[config.mk]
export PLATFORM = sky130hd
export DESIGN_NAME = pio_mux_port
export DESIGN_NICKNAME = d
export VERILOG_FILES = /design/src/rtl/pio_pkg.sv /design/src/rtl/pio_sync.sv /design/src/rtl/pio_pin_mux.sv /design/src/rtl/pio_evt.sv /design/src/rtl/pio_mux_port.sv
export SDC_FILE = /design/constraint.sdc
export NUM_CORES = 1
export LEC_CHECK = 0
export ABC_AREA = 1
export BUFFER_PORTS_ARGS = -buffer_cell sky130_fd_sc_hd__buf_2
export CAP_MARGIN = 20
export CORE_ASPECT_RATIO = 1.5
export CORE_MARGIN = 8
export CORE_UTILIZATION = 61
export CTS_CLUSTER_DIAMETER = 30
export DETAILED_ROUTE_END_ITERATION = 10
export GPL_TIMING_DRIVEN = 0
export HOLD_SLACK_MARGIN = 0.06
export PLACE_DENSITY = 0.83
export SLEW_MARGIN = 20
export SYNTH_ARGS = -nofsm -noshare
export SYNTH_HDL_FRONTEND = slang
export SYNTH_HIERARCHICAL = 1
export SYNTH_SLANG_ARGS = --single-unit
export TNS_END_PERCENT = 1
[constraint.sdc]
create_clock -name clk -period 2.5 [get_ports clk]
set_input_delay 0.125 -clock clk [delete_from_list [all_inputs] [get_ports clk]]
set_output_delay 0.125 -clock clk [all_outputs]
set_load 0.01 [all_outputs]
[src/rtl/pio_pkg.sv]
package pio_pkg;
  typedef enum logic [2:0] {
    RA_DATA = 3'd0,
    RA_DIR  = 3'd1,
    RA_ROUTE = 3'd2,
    RA_OPT  = 3'd3,
    RA_TRIG = 3'd4,
    RA_MASK = 3'd5,
    RA_EVT  = 3'd6
  } reg_addr_e;
endpackage

[src/rtl/pio_sync.sv]
module pio_sync #(
  parameter int W = 16
) (
  input  logic         clk,
  input  logic [W-1:0] d,
  output logic [W-1:0] q
);
  logic [W-1:0] meta;
  always_ff @(posedge clk) begin
    meta <= d;
    q    <= meta;
  end
endmodule

[src/rtl/pio_pin_mux.sv]
module pio_pin_mux #(
  parameter bit PRI_D  = 1'b0,
  parameter bit ALT_D  = 1'b0,
  parameter bit ALT_X  = 1'b0
) (
  input  logic clk,
  input  logic rst,
  input  logic route,
  input  logic dir,
  input  logic opt,
  input  logic latch,
  input  logic per_o,
  input  logic lvl,
  input  logic ext,
  output logic gpi_en,
  output logic oe_q,
  output logic out_q,
  output logic pri_q,
  output logic alt_q
);
  logic gpo, pdrv, pri_sel, alt_sel;
  logic oe_d, out_d, pri_d, alt_d, alt_fill;

  always_comb begin
    gpo      = !route && dir;
    pdrv     = route && dir;
    pri_sel  = route && !dir && !opt;
    alt_sel  = route && !dir && opt;
    gpi_en   = !route && !dir;
    oe_d     = gpo || pdrv;
    out_d    = pdrv ? per_o : (gpo ? latch : 1'b0);
    alt_fill = ALT_X ? ext : ALT_D;
    pri_d    = pri_sel ? lvl : PRI_D;
    alt_d    = alt_sel ? lvl : alt_fill;
  end

  always_ff @(posedge clk) begin
    if (rst) begin
      oe_q  <= 1'b0;
      out_q <= 1'b0;
      pri_q <= PRI_D;
      alt_q <= ALT_D;
    end else begin
      oe_q  <= oe_d;
      out_q <= out_d;
      pri_q <= pri_d;
      alt_q <= alt_d;
    end
  end

  // an enabled output always follows a cycle with direction set
  a_r5_oe_needs_dir: assert property (@(posedge clk) disable iff (rst)
    oe_q |-> $past(dir));
endmodule

[src/rtl/pio_evt.sv]
module pio_evt #(
  parameter int W = 16
) (
  input  logic         clk,
  input  logic         rst,
  input  logic [W-1:0] lvl,
  input  logic [W-1:0] gpi_en,
  input  logic [W-1:0] trig_fall,
  input  logic [W-1:0] clr,
  input  logic [W-1:0] mask,
  output logic [W-1:0] evt,
  output logic         irq
);
  logic [W-1:0] prev;
  logic [W-1:0] hit;

  always_ff @(posedge clk) prev <= lvl;

  always_comb begin
    for (int i = 0; i < W; i++)
      hit[i] = gpi_en[i] && (trig_fall[i] ? (prev[i] && !lvl[i]) : (prev[i] != lvl[i]));
  end

  always_ff @(posedge clk) begin
    if (rst) begin
      evt <= '0;
      irq <= 1'b0;
    end else begin
      evt <= (evt & ~clr) | hit;
      irq <= |(evt & mask);
    end
  end

  a_r12_mask_off: assert property (@(posedge clk) disable iff (rst)
    (mask == '0) |=> !irq);

  for (genvar g = 0; g < W; g++) begin : g_chk
    a_r11_gpi_only: assert property (@(posedge clk) disable iff (rst)
      $rose(evt[g]) |-> $past(gpi_en[g]));
    a_r10_fall_only: assert property (@(posedge clk) disable iff (rst)
      ($rose(evt[g]) && $past(trig_fall[g])) |-> (!$past(lvl[g]) && $past(lvl[g], 2)));
  end
endmodule

[src/rtl/pio_mux_port.sv]
module pio_mux_port #(
  parameter int              NPIN    = 16,
  parameter logic [NPIN-1:0] PRI_DEF = 16'h00F0,
  parameter logic [NPIN-1:0] ALT_DEF = 16'h0F00,
  parameter logic [NPIN-1:0] ALT_EXT = 16'hF000
) (
  input  logic            clk,
  input  logic            rst,
  input  logic            bus_we,
  input  logic [2:0]      bus_addr,
  input  logic [NPIN-1:0] bus_wdata,
  output logic [NPIN-1:0] bus_rdata,
  input  logic [NPIN-1:0] pin_in,
  output logic [NPIN-1:0] pin_out,
  output logic [NPIN-1:0] pin_oe,
  input  logic [NPIN-1:0] per_out,
  output logic [NPIN-1:0] per_pri_in,
  output logic [NPIN-1:0] per_alt_in,
  input  logic [NPIN-1:0] ext_lvl,
  output logic            irq
);
  import pio_pkg::*;

  logic [NPIN-1:0] latch_q, dir_q, route_q, opt_q, trig_q, mask_q;
  logic [NPIN-1:0] lvl, gpi_en, evt, clr;
  reg_addr_e       ra;

  assign ra  = reg_addr_e'(bus_addr);
  assign clr = (bus_we && ra == RA_EVT) ? bus_wdata : '0;

  always_ff @(posedge clk) begin
    if (rst) begin
      latch_q <= '0;
      dir_q   <= '0;
      route_q <= '0;
      opt_q   <= '0;
      trig_q  <= '0;
      mask_q  <= '0;
    end else if (bus_we) begin
      case (ra)
        RA_DATA:  latch_q <= bus_wdata;
        RA_DIR:   dir_q   <= bus_wdata;
        RA_ROUTE: route_q <= bus_wdata;
        RA_OPT:   opt_q   <= bus_wdata;
        RA_TRIG:  trig_q  <= bus_wdata;
        RA_MASK:  mask_q  <= bus_wdata;
        default: ;
      endcase
    end
  end

  always_ff @(posedge clk) begin
    if (rst) bus_rdata <= '0;
    else begin
      case (ra)
        RA_DATA:  bus_rdata <= lvl;
        RA_DIR:   bus_rdata <= dir_q;
        RA_ROUTE: bus_rdata <= route_q;
        RA_OPT:   bus_rdata <= opt_q;
        RA_TRIG:  bus_rdata <= trig_q;
        RA_MASK:  bus_rdata <= mask_q;
        RA_EVT:   bus_rdata <= evt;
        default:  bus_rdata <= '0;
      endcase
    end
  end

  pio_sync #(.W(NPIN)) u_sync (.clk(clk), .d(pin_in), .q(lvl));

  for (genvar g = 0; g < NPIN; g++) begin : g_pin
    pio_pin_mux #(
      .PRI_D(PRI_DEF[g]), .ALT_D(ALT_DEF[g]), .ALT_X(ALT_EXT[g])
    ) u_mux (
      .clk(clk), .rst(rst),
      .route(route_q[g]), .dir(dir_q[g]), .opt(opt_q[g]),
      .latch(latch_q[g]), .per_o(per_out[g]), .lvl(lvl[g]), .ext(ext_lvl[g]),
      .gpi_en(gpi_en[g]), .oe_q(pin_oe[g]), .out_q(pin_out[g]),
      .pri_q(per_pri_in[g]), .alt_q(per_alt_in[g])
    );
  end

  pio_evt #(.W(NPIN)) u_evt (
    .clk(clk), .rst(rst), .lvl(lvl), .gpi_en(gpi_en), .trig_fall(trig_q),
    .clr(clr), .mask(mask_q), .evt(evt), .irq(irq)
  );

  // reset leaves every pin undriven and the interrupt low
  a_r1_reset_idle: assert property (@(posedge clk)
    rst |=> (pin_oe == '0 && !irq));
endmodule

==> results of run 1 <==
==> per-layer routing <==
| metal | vias up | part of all wire [%] | wire length [µm] |
|---|---|---|---|
| li1 | 4479 | - | - |
| met1 | 4300 | 35 | 10600 |
| met2 | 567 | 50 | 15210 |
| met3 | 158 | 9.4 | 2889 |
| met4 | 0 | 6.4 | 1965 |
| met5 | - | 0 | 0 |
==> path summary, 6_finish.rpt <==
kind,start,end,slack [ns],depth (start not counted)
setup / recovery,rst,dir_q[11]$_SDFFE_PP0P_,0.74,6
hold / removal,bus_addr[2],mask_q[2]$_SDFFE_PP0P_,0.1,4
setup reg to reg,u_sync/q[1]$_DFF_P_,u_evt/evt[1]$_SDFF_PP0_,1.29,5
hold reg to reg,u_sync/meta[6]$_DFF_P_,u_sync/q[6]$_DFF_P_,0.33,0
==> repair_timing <==
item,CTS,global route
hold endpoints to repair,126,0
hold buffers,52,0
buffers inserted,0,0
==> cell families after synthesis <==
logic type                 count (synthesis)  share of synthesized area [%]
DFF                                      241                          50.13
adders and majority gates                 16                          2.080
and+or+nand+nor                          540                          25.30
AOI/OAI and AO/OA                        208                          11.23
buffers and inverters                    264                          11.26
==> cells in the final DEF (no fill, tap or decap), types with 7 or more instances in the layout <==
| master | count |
|---|---|
| dfxtp_1 | 241 |
| nand2_1 | 203 |
| nor2_1 | 190 |
| inv_1 | 189 |
| buf_2 | 151 |
| a21oi_1 | 112 |
| o21ai_0 | 68 |
| nand3_1 | 61 |
| dlygate4sd3_1 | 52 |
| nand4_1 | 50 |
| clkbuf_16 | 39 |
| clkbuf_1 | 31 |
| o211ai_1 | 16 |
| ha_1 | 16 |
| o21ai_1 | 12 |
| inv_2 | 10 |
| inv_6 | 9 |
| nor2_2 | 8 |
| nand3_2 | 7 |
==> power groups by stage <==
stage	Combinational (mW)	Sequential [mW]	Clock (mW)
6_report	0.766	4.10	5.21
2_1_floorplan	0.397	4.16	0
4_1_cts	0.740	4.10	5.22
3_3_place_gp	0.648	4.17	0
5_1_grt	0.830	4.12	5.39
3_5_place_dp	0.665	4.18	0
==> final cells by class <==
cell class | instances | share of cell area (%)
multi-input combinational | 764 | 30.10
timing repair buffer | 186 | 9.648
sequential | 241 | 39.08
tap | 203 | 2.057
clock buffer | 44 | 8.219
inverter | 206 | 6.324
buffer | 58 | 2.453
clock inverter | 24 | 2.118
==> sequential cells by signal (all words and copies together) (netlist names) <==
name and flops:
u_evt/prev 16, u_evt/irq 1, mask_q 16, g_pin.u_mux/alt_q 16, opt_q 16, route_q 16
dir_q 16, g_pin.u_mux/pri_q 16, trig_q 16, latch_q 16, u_evt/evt 16, g_pin.u_mux/oe_q 16
u_sync/meta 16, g_pin.u_mux/out_q 16, u_sync/q 16, bus_rdata 16
==> worst register-to-register path: cells and delay by family (launching register included) <==
kind                     cells  cell delay, ns
flip-flops                   1            0.38
buffers and inverters        1            0.06
AO/OA/AOI/OAI                2            0.31
AND/OR/NAND/NOR              1            0.08
adder cells (fa/ha/maj)      1            0.29
==> summary.md, run 1 <==
| Metric | Value |
|---|---|
| First DRT Iteration DRCs | 907 |
| Core ar. | 15550 µm² |
| Wirelength per Cell | 17.76 µm |
| Met2 Use GR | 52.86% |
| Crit path capture type | register |
| Post-DRT Antenna Nets | 0 |
| Slowest cell on the critical path | buf_2 |
| Largest net degree at the start of global routing | 31 |
| Crit share post-route | 70.49% |
| Vias in the first global route | 9443 |
| Die ar. | 20140 µm² |
| Detailed-route via count | 9504 |
| Post-DR vias/cell | 5.506 |
| Die Wd | 118.6 µm |
| Pwr Total | 10.08 mW |
| Max-cap violations | 0 |
| # rows | 56 |
| Post-synth top cells | dfxtp_1, nand2_1, nor2_1 |
| P_leak | 5.555 nW |
| FF/Latch Area | 4825 µm² |
| Yosys cell types | 28 |
| Area of the multi-input gates | 3716 µm² |
| Worst EP arrival | 2.11 ns |
| Setup CP Type | in -> reg |
| Clk_skew | 0.01396 ns |
| GR Layer Usage met1 | 30.70% |
| FILL cells | 1101 |
| Yosys warns | 6 |
| RSZ-0062 raised after global routing | no |
| EDFF count, synth | 0 |
| Initial Util | 61.87% |
| Gr busiest metal | met2 |
| PortBufs | 134 |
| Syn Area/Cell | 7.584 µm² |
| Slew Limit Fails | 0 |
| Share of post-route cells with drive strength above 1 | 17.53% |
| Top Ports | 151 |
| Area Overhead vs Synth | 28.28% |
| PnR worst setup slack | 0.7378 ns |
| Main area contributors after synthesis | dfxtp_1, nand2_1, nor2_1 |
| CTS H-tree lvls | 2 |
| Status | completed |
| Setup TNS | 0 ns |
| Synth Net Count | 1355 |
| Area leader, netlist | dfxtp_1 |
| Gpl congestion | 0.9537 |
| Antenna Cells | 0 |
| Seq pwr share | 40.7% |
| Power share of the clock group | 51.7% |
| Logic pwr share | 7.6% |
| Most frequent CP cell | clkbuf_1 |
| Placed inst area | 10550 µm² |
| # setup viols final | 0 |
| Largest stage delay, worst path | 0.73 ns |
| Max VDD drop | 0.0006459 V |
| Worst-Margin Slew | 0.9793 ns |
| Count leader, synth | dfxtp_1 |
| Final-stage net count | 1580 |
| CTS Root Cell | clkbuf_16 |
| Worst Path Buf+Inv | 4 |
| WL final | 30660 µm |
| P_sw | 2.533 mW |
| Post-route cell area | 12350 µm² |
| Final core utilization | 79.37% |
| Number of gates resized after cts | 0 |
| Internal power | 7.551 mW |
| CTS tree | done |
| Hpwl dp | 19350 µm |
| Maximum fanout along the worst path | 30 |
| Startpoint Class | primary input |
| First-pass GRT wire length | 47930 µm |
| Aggregate global-route resource usage | 29.73% |
| Cells after Synth | 1269 |
| TritonCTS Sinks | 241 |
| Pre-CTS worst setup slack | 0.3748 ns |
| Seq cells post-synth | 241 |
| Synth top area share | 50.13% |
| Pwr Density | 816.8 nW/µm² |
| Fmax achieved | 0.5675 GHz |
| DR pass1 iterations | 7 |
| Worst-path cell chain | buf_2, clkbuf_1, inv_1, clkbuf_1, o21ai_0, a21oi_1 |
| FFs w/ async S/R, synth | 0% |
| Placed instance count | 1606 |
| DRC Markers | 0 |
| Die H | 169.8 µm |
| Clk slew on worst S/H paths | 0.06 ns |
| Hold WS | 0.09752 ns |
| Initial antenna violation count | 0 |
| Final Hold Viols | 0 |
| Min-Delay Path Class | in -> reg |
| Sequential area share after synthesis | 50.13% |
| Switch share | 25.12% |
| Clock insertion delay at the later pin of the skew report | 0.50 ns |
| GRT overflow | 0 |
| CP required | 2.85 ns |
| Num CTS Buffers | 37 |
| Non-filler cells, final | 1726 |
| Kind of cell adding the most delay to the critical path | buffers and inverters |
| Main synth FF type | dfxtp_1 |
| Syn Std Cell Area | 9624 µm² |
| Fin crit period | 1.762 ns |
| Worst slew margin | 34.72% |
| Max clock buf depth | 3 |
| M3 GR Usage | 7.032% |
No activity file was read; power rests on OpenSTA's default activity.
==> run 2, diff against run 1 <==
--- a/config.mk
+++ b/config.mk
@@ -10,12 +10,12 @@
 export CAP_MARGIN = 20
 export CORE_ASPECT_RATIO = 1.5
 export CORE_MARGIN = 8
-export CORE_UTILIZATION = 61
+export CORE_UTILIZATION = 51
 export CTS_CLUSTER_DIAMETER = 30
 export DETAILED_ROUTE_END_ITERATION = 10
 export GPL_TIMING_DRIVEN = 0
 export HOLD_SLACK_MARGIN = 0.06
-export PLACE_DENSITY = 0.83
+export PLACE_DENSITY = 0.74
 export SLEW_MARGIN = 20
 export SYNTH_ARGS = -nofsm -noshare
 export SYNTH_HDL_FRONTEND = slang
==> constraint.sdc (replaced) <==
create_clock -name clk -period 1.6 [get_ports clk]
set_input_delay 0.08 -clock clk [delete_from_list [all_inputs] [get_ports clk]]
set_output_delay 0.08 -clock clk [all_outputs]
set_load 0.01 [all_outputs]
==> run 2 against run 1 <==
Net effect: the flow now finishes with violations (negative setup slack); largest cell class unchanged; die area is 17% higher; clock power is 65% higher; total power is 61% higher; largest power group unchanged; utilization is 12 points lower; worst hold slack worse by 0.042 ns; combinational power is 57% higher; final cell count is 3.3% higher; register-to-register slack worse by 0.91 ns.
==> summary.md, run 2 (synthesis results as in run 1) <==
| Metric | Value |
|---|---|
| Status | finished with violations |
| Violated checks | negative setup slack |
| # rows | 61 (+8.9%) |
| Setup CP Type | in -> reg |
| Worst slew margin | 38.59% (+3.9 points) |
| CP endpoint | latch_q[14]$_SDFFE_PP0P_ |
| Die Wd | 128.2 µm (+8.1%) |
| Hold WS | 0.05514 ns (-0.04239 ns) |
| WL final | 30890 µm (+0.76%) |
| Reg2reg setup slack | 0.38 ns (-0.91 ns) |
| Initial Util | 51.89% (-10 points) |
| Vias in the first global route | 9314 (-1.4%) |
| Aggregate global-route resource usage | 25.86% (-3.9 points) |
| DR pass1 iterations | 6 (-1) |
| DRC Markers | 0 (unchanged) |
| Pwr Density | 1288 nW/µm² (+58%) |
| R2R cell count | 5 (unchanged) |
| Die H | 184.2 µm (+8.5%) |
| PnR worst setup slack | -0.01211 ns (-0.7499 ns) |
| TritonCTS Sinks | 241 (unchanged) |
| Fmax achieved | 0.6203 GHz |
| Fin crit period | 1.612 ns |
| Worst-Margin Slew | 0.9212 ns (-0.05811 ns) |
| GRT overflow | 0 (unchanged) |
| Hpwl dp | 19930 µm (+3.0%) |
| Pre-CTS worst setup slack | -0.5362 ns (-0.9111 ns) |
| Worst EP arrival | 1.96 ns (-0.15 ns) |
| Detailed-route via count | 9435 (-0.73%) |
| Max clock buf depth | 3 (unchanged) |
| Reg2reg end | u_evt/evt[15]$_SDFF_PP0_ |
| Wirelength per Cell | 17.33 µm (-2.5%) |
| Largest stage delay, worst path | 0.72 ns (about the same) |
| Most frequent cells in the layout | dfxtp_1, nand2_1, nor2_1 |
| Slew Limit Fails | 0 (unchanged) |
| Post-DR vias/cell | 5.292 (-3.9%) |
| Maximum fanout along the worst path | 10 (-67%) |
| Crit path capture type | register |
| CTS tree | done |
| Startpoint Class | primary input |
| Critical R2R Launch | u_sync/q[15]$_DFF_P_ |
| Max-cap violations | 0 (unchanged) |
| Clk slew on worst S/H paths | 0.06 ns (about the same) |
| Area Overhead vs Synth | 30.71% |
| Post-DRT Antenna Nets | 0 (unchanged) |
| Initial antenna violation count | 1 (+1) |
| Clk_skew | 0.009500 ns (-0.004459 ns) |
| First-pass GRT wire length | 47530 µm (-0.85%) |
| Final core utilization | 67.83% (-12 points) |
| Share of post-route cells with drive strength above 1 | 17.97% (+0.44 points) |
| Final Hold Viols | 0 (unchanged) |
| Clock insertion delay at the later pin of the skew report | 0.51 ns (about the same) |
| First DRT Iteration DRCs | 766 (-16%) |
| Critical Path Start | bus_addr[1] |
| Final-stage net count | 1587 (+0.44%) |
| Worst-path cell chain | dlygate4sd3_1, buf_6, nor2_4, nand3_1, clkbuf_1, a21oi_1 |
| Crit share post-route | 100.8% |
| CTS Root Cell | clkbuf_16 |
| Top Ports | 151 (unchanged) |
| Min-Delay Path Class | in -> reg |
| Pwr Total | 16.20 mW (+61%) |
| CTS H-tree lvls | 2 (unchanged) |
| Slowest cell on the critical path | clkbuf_1 |
| PortBufs | 134 (unchanged) |
| Num CTS Buffers | 38 (+2.7%) |
| Largest net degree at the start of global routing | 31 (unchanged) |
| Die ar. | 23610 µm² (+17%) |
| # setup viols final | 1 (+1) |
| Setup TNS | -0.01211 ns (-0.01211 ns) |
| Gpl congestion | 0.9369 (-1.8%) |
| Most common cell after layout, fill and taps aside | dfxtp_1 |
| P_leak | 5.652 nW (+1.7%) |
| CP required | 1.95 ns (-0.90 ns) |
| Max VDD drop | 0.001167 V (+81%) |
| Core ar. | 18550 µm² (+19%) |
## run 2: final cells by class
| type | count | area, µm² |
|---|---|---|
| clock inverters | 24 | 299.0 |
| multi-input cells | 764 | 3727 |
| inverters | 206 | 785.8 |
| plain buffers | 57 | 302.8 |
| well taps | 252 | 315.3 |
| repair buffers | 193 | 1264 |
| fillers | 1556 | 5967 |
| clock buffers | 45 | 1059 |
| flip-flops and latches | 241 | 4825 |
| diodes | 1 | 2.502 |
## run 2: worst max-delay path, delay by kind of cell
family                 cells  cell delay, ns
AND/OR/NAND/NOR            2            0.25
AO/OA/AOI/OAI              1            0.16
buffers and inverters      3            1.46
## run 2: power by group
group | leakage [nW] | internal [mW] | switching (mW)
logic | 3.02 | 0.442 | 0.762
registers | 1.97 | 6.24 | 0.169
clock network | 0.656 | 5.48 | 3.10
## run 2: per-stage QoR
stage	instance area, µm²	instances
finish	12580	1783
global placement	10610	1655
CTS	12560	1783
global route	12580	1783
floorplan	9624	1269
detailed placement	10610	1655
## run 2: worst min-delay path by stage
| stage | slack, ns | start | depth (start not counted) | end |
|---|---|---|---|---|
| global route | 0.08 | bus_addr[0] | 5 | bus_rdata[15]$_SDFF_PP0_ |
| finish | 0.06 | bus_addr[0] | 5 | bus_rdata[15]$_SDFF_PP0_ |
| floorplan | 0.11 | pin_in[0] | 0 | u_sync/meta[0]$_DFF_P_ |
| CTS | 0.07 | bus_addr[2] | 4 | mask_q[0]$_SDFFE_PP0P_ |
| global placement | 0.18 | pin_in[1] | 1 | u_sync/meta[1]$_DFF_P_ |
| detailed placement | 0.18 | pin_in[5] | 1 | u_sync/meta[5]$_DFF_P_ |
## run 2: routing by layer
metal | share of wire [%] | wire length (µm) | track usage, %
met1 | 36 | 11000 | 27.23
met4 | 5.8 | 1805 | 15.95
met2 | 51 | 15720 | 46.92
met5 | 0 | 0 | 0
met3 | 7.6 | 2359 | 4.397
## run 2: what timing repair did
item                                   in CTS  in global routing
endpoints found under the hold margin     136                  0
cloned                                      0                  0
hold buffers                               59                  0
resized for setup                           1                 10
buffers inserted                            0                  0
setup endpoints to repair                   1                 19
==> run 3, diff against run 2 <==
--- a/config.mk
+++ b/config.mk
@@ -8,7 +8,7 @@
 export ABC_AREA = 1
 export BUFFER_PORTS_ARGS = -buffer_cell sky130_fd_sc_hd__buf_2
 export CAP_MARGIN = 20
-export CORE_ASPECT_RATIO = 1.5
+export CORE_ASPECT_RATIO = 1.25
 export CORE_MARGIN = 8
 export CORE_UTILIZATION = 51
 export CTS_CLUSTER_DIAMETER = 30
==> run 3 against run 2 <==
Net effect: the run now ends clean; worst setup slack improved by 0.095 ns; global-route usage fell by 0.34 points; non-clock buffer count fell by 2; sequential power barely moved; final cell count fell by 1.4%; fmax rose by 6.2%; utilization fell by 0.86 points; register-to-register slack improved by 0.06 ns; sequential share of layout area rose by 0.30 points; design area fell by 0.78%; die area fell by 0.27%; count of clock-buffer cells in the layout rose by 7; critical endpoint is now dir_q[13]$_SDFFE_PP0P_.
==> summary.md, run 3 (synthesis results as in run 1) <==
| Metric | Value |
|---|---|
| Detailed-route via count | 9341 (-1.0%) |
| Die ar. | 23550 µm² (-0.27%) |
| Most common cell after layout, fill and taps aside | dfxtp_1 |
| Initial Util | 51.64% (-0.25 points) |
| Min-Delay Path Class | in -> reg |
| # setup viols final | 0 (-1) |
| Worst EP arrival | 1.95 ns (about the same) |
| # rows | 56 (-8.2%) |
| Most frequent cells in the layout | dfxtp_1, nand2_1, nor2_1 |
| Die H | 169.6 µm (-8.0%) |
| Top Ports | 151 (unchanged) |
| RSZ-0062 raised after global routing | yes |
| Antenna Cells | 0 (-1) |
| First DRT Iteration DRCs | 879 (+15%) |
| Area Overhead vs Synth | 29.69% |
| Clock insertion delay at the later pin of the skew report | 0.51 ns (about the same) |
| Worst slew margin | 42.28% (+3.7 points) |
| Maximum fanout along the worst path | 30 (+20) |
| Pre-CTS worst setup slack | -0.5259 ns (+0.01028 ns) |
| Worst-path cell chain | clkbuf_4, clkbuf_1, inv_1, clkbuf_1, o21ai_0, a21oi_1 |
| Vias in the first global route | 9088 (-2.4%) |
| Die Wd | 138.9 µm (+8.4%) |
| Clk slew on worst S/H paths | 0.05 ns (about the same) |
| Share of post-route cells with drive strength above 1 | 17.30% (-0.67 points) |
| Placed inst area | 10590 µm² (-0.24%) |
| Most frequent CP cell | clkbuf_1 |
| Pwr Density | 1287 nW/µm² (about the same) |
| Wirelength per Cell | 17.35 µm (+0.15%) |
| Max clock buf depth | 3 (unchanged) |
| Worst-Margin Slew | 0.8658 ns (-0.05538 ns) |
| FILL cells | 1554 (-0.13%) |
| Kind of cell adding the most delay to the critical path | buffers and inverters |
| TritonCTS Sinks | 241 (unchanged) |
| CTS tree | done |
| Aggregate global-route resource usage | 25.53% (-0.34 points) |
| Largest stage delay, worst path | 0.63 ns (-0.09 ns) |
| CTS Root Cell | clkbuf_16 |
| CTS H-tree lvls | 2 (unchanged) |
| Post-DRT Antenna Nets | 0 (unchanged) |
| P_leak | 5.625 nW (-0.49%) |
| PnR worst setup slack | 0.08253 ns (+0.09464 ns) |
| Core ar. | 18640 µm² (+0.49%) |
| Max VDD drop | 0.0008836 V (-24%) |
| DRC Markers | 0 (unchanged) |
| Fin crit period | 1.517 ns (-0.09464 ns) |
| Post-route cell area | 12480 µm² (-0.78%) |
| Crit path capture type | register |
| Max-cap violations | 0 (unchanged) |
| First-pass GRT wire length | 47600 µm (+0.15%) |
| Pwr Total | 16.06 mW (-0.82%) |
| Status | completed |
| Post-DR vias/cell | 5.313 (+0.41%) |
| Num CTS Buffers | 39 (+2.6%) |
| PortBufs | 134 (unchanged) |
| GRT overflow | 0 (unchanged) |
| Gpl congestion | 0.9473 (+1.1%) |
| Post-CTS setup repair buffer count | 0 (unchanged) |
| Setup CP Type | in -> reg |
| Slowest cell on the critical path | clkbuf_1 |
| Reg2reg setup slack | 0.44 ns (+0.06 ns) |
| DR pass1 iterations | 6 (unchanged) |
| CP required | 2.04 ns (+0.09 ns) |
| Largest net degree at the start of global routing | 31 (unchanged) |
| Final Hold Viols | 0 (unchanged) |
| Worst Path Buf+Inv | 4 (+1) |
| Clk_skew | 0.01909 ns (+0.009589 ns) |
| WL final | 30510 µm (-1.3%) |
| Final-stage net count | 1586 (-0.063%) |
| Startpoint Class | primary input |
| Initial antenna violation count | 0 (-1) |
| Fmax achieved | 0.6590 GHz (+6.2%) |
| Slew Limit Fails | 0 (unchanged) |
| Crit share post-route | 94.84% (-5.9 points) |
| Hpwl dp | 19910 µm (-0.13%) |
==> run 3: cell count changes in the layout (fill, tap and decap cells not counted), moves of 2 or more <==
cell           before  now
clkbuf_16          39   41
dlygate4sd3_1      59   56
clkinvlp_4          4    1
clkinv_2            1    4
clkbuf_1           24   32
clkbuf_8            6    4
inv_6               8    2
clkinv_4            5    2
==> run 3: cell type report <==
type / count / area (µm²) / share of cell area [%]
Clock inverter: 15 / 224.0 / 1.794
Tap cell: 232 / 290.3 / 2.326
Clock buffer: 52 / 1107 / 8.871
Inverter: 206 / 780.7 / 6.255
Sequential cell: 241 / 4825 / 38.65
Buffer: 58 / 305.3 / 2.446
Timing Repair Buffer: 190 / 1234 / 9.884
Multi-Input combinational cell: 764 / 3716 / 29.77
==> run 3: final timing paths <==
| path | cells after the start | endpoint | start |
|---|---|---|---|
| setup / recovery | 6 | dir_q[13]$_SDFFE_PP0P_ | rst |
| hold / removal | 5 | bus_rdata[0]$_SDFF_PP0_ | bus_addr[0] |
| setup reg to reg | 5 | u_evt/evt[9]$_SDFF_PP0_ | u_sync/q[9]$_DFF_P_ |
| hold reg to reg | 0 | u_sync/q[3]$_DFF_P_ | u_sync/meta[3]$_DFF_P_ |
==> run 3: power by group <==
| group | total [mW] | internal, mW | switching, mW |
|---|---|---|---|
| Combinational | 1.20 | 0.441 | 0.763 |
| Sequential | 6.42 | 6.25 | 0.167 |
| Clock | 8.44 | 5.66 | 2.79 |
| Total | 16.1 | 12.3 | 3.72 |
==> run 3: worst register-to-register path, delay by kind of cell (launching register included) <==
family          cells  cell delay, ns
compound gates      2            0.26
buf+inv             1            0.07
fa+ha+maj           1            0.30
flops               1            0.39
simple gates        1            0.08
==> run 3: timing repair <==
| item | 4_1_cts | 5_1_grt |
|---|---|---|
| setup endpoints to repair | 0 | 91 |
| endpoints found under the hold margin | 146 | 0 |
| hold buffers | 56 | 0 |
| gates resized for setup | 0 | 6 |
==> run 3: metrics by stage <==
step / setup TNS, ns / hold WS, ns / utilization (%) / cells
5_1_grt: -0.08053 / 0.08526 / 66.97 / 1758
2_1_floorplan: 0 / 0.1077 / - / 1269
4_1_cts: 0 / 0.06509 / 66.94 / 1758
3_5_place_dp: -45.28 / 0.1836 / 56.79 / 1635
6_report: 0 / 0.08206 / 66.97 / 1758
3_3_place_gp: -41.62 / 0.1822 / 56.79 / 1635
==> run 3: metal layers <==
layer | track usage, % | vias up | part of all wire (%)
met1 | 29.83 | 4262 | 38
met5 | 0 | - | 0
met4 | 14.59 | 0 | 4.8
met2 | 43.00 | 480 | 48
met3 | 5.432 | 106 | 8.8
li1 | - | 4493 | -
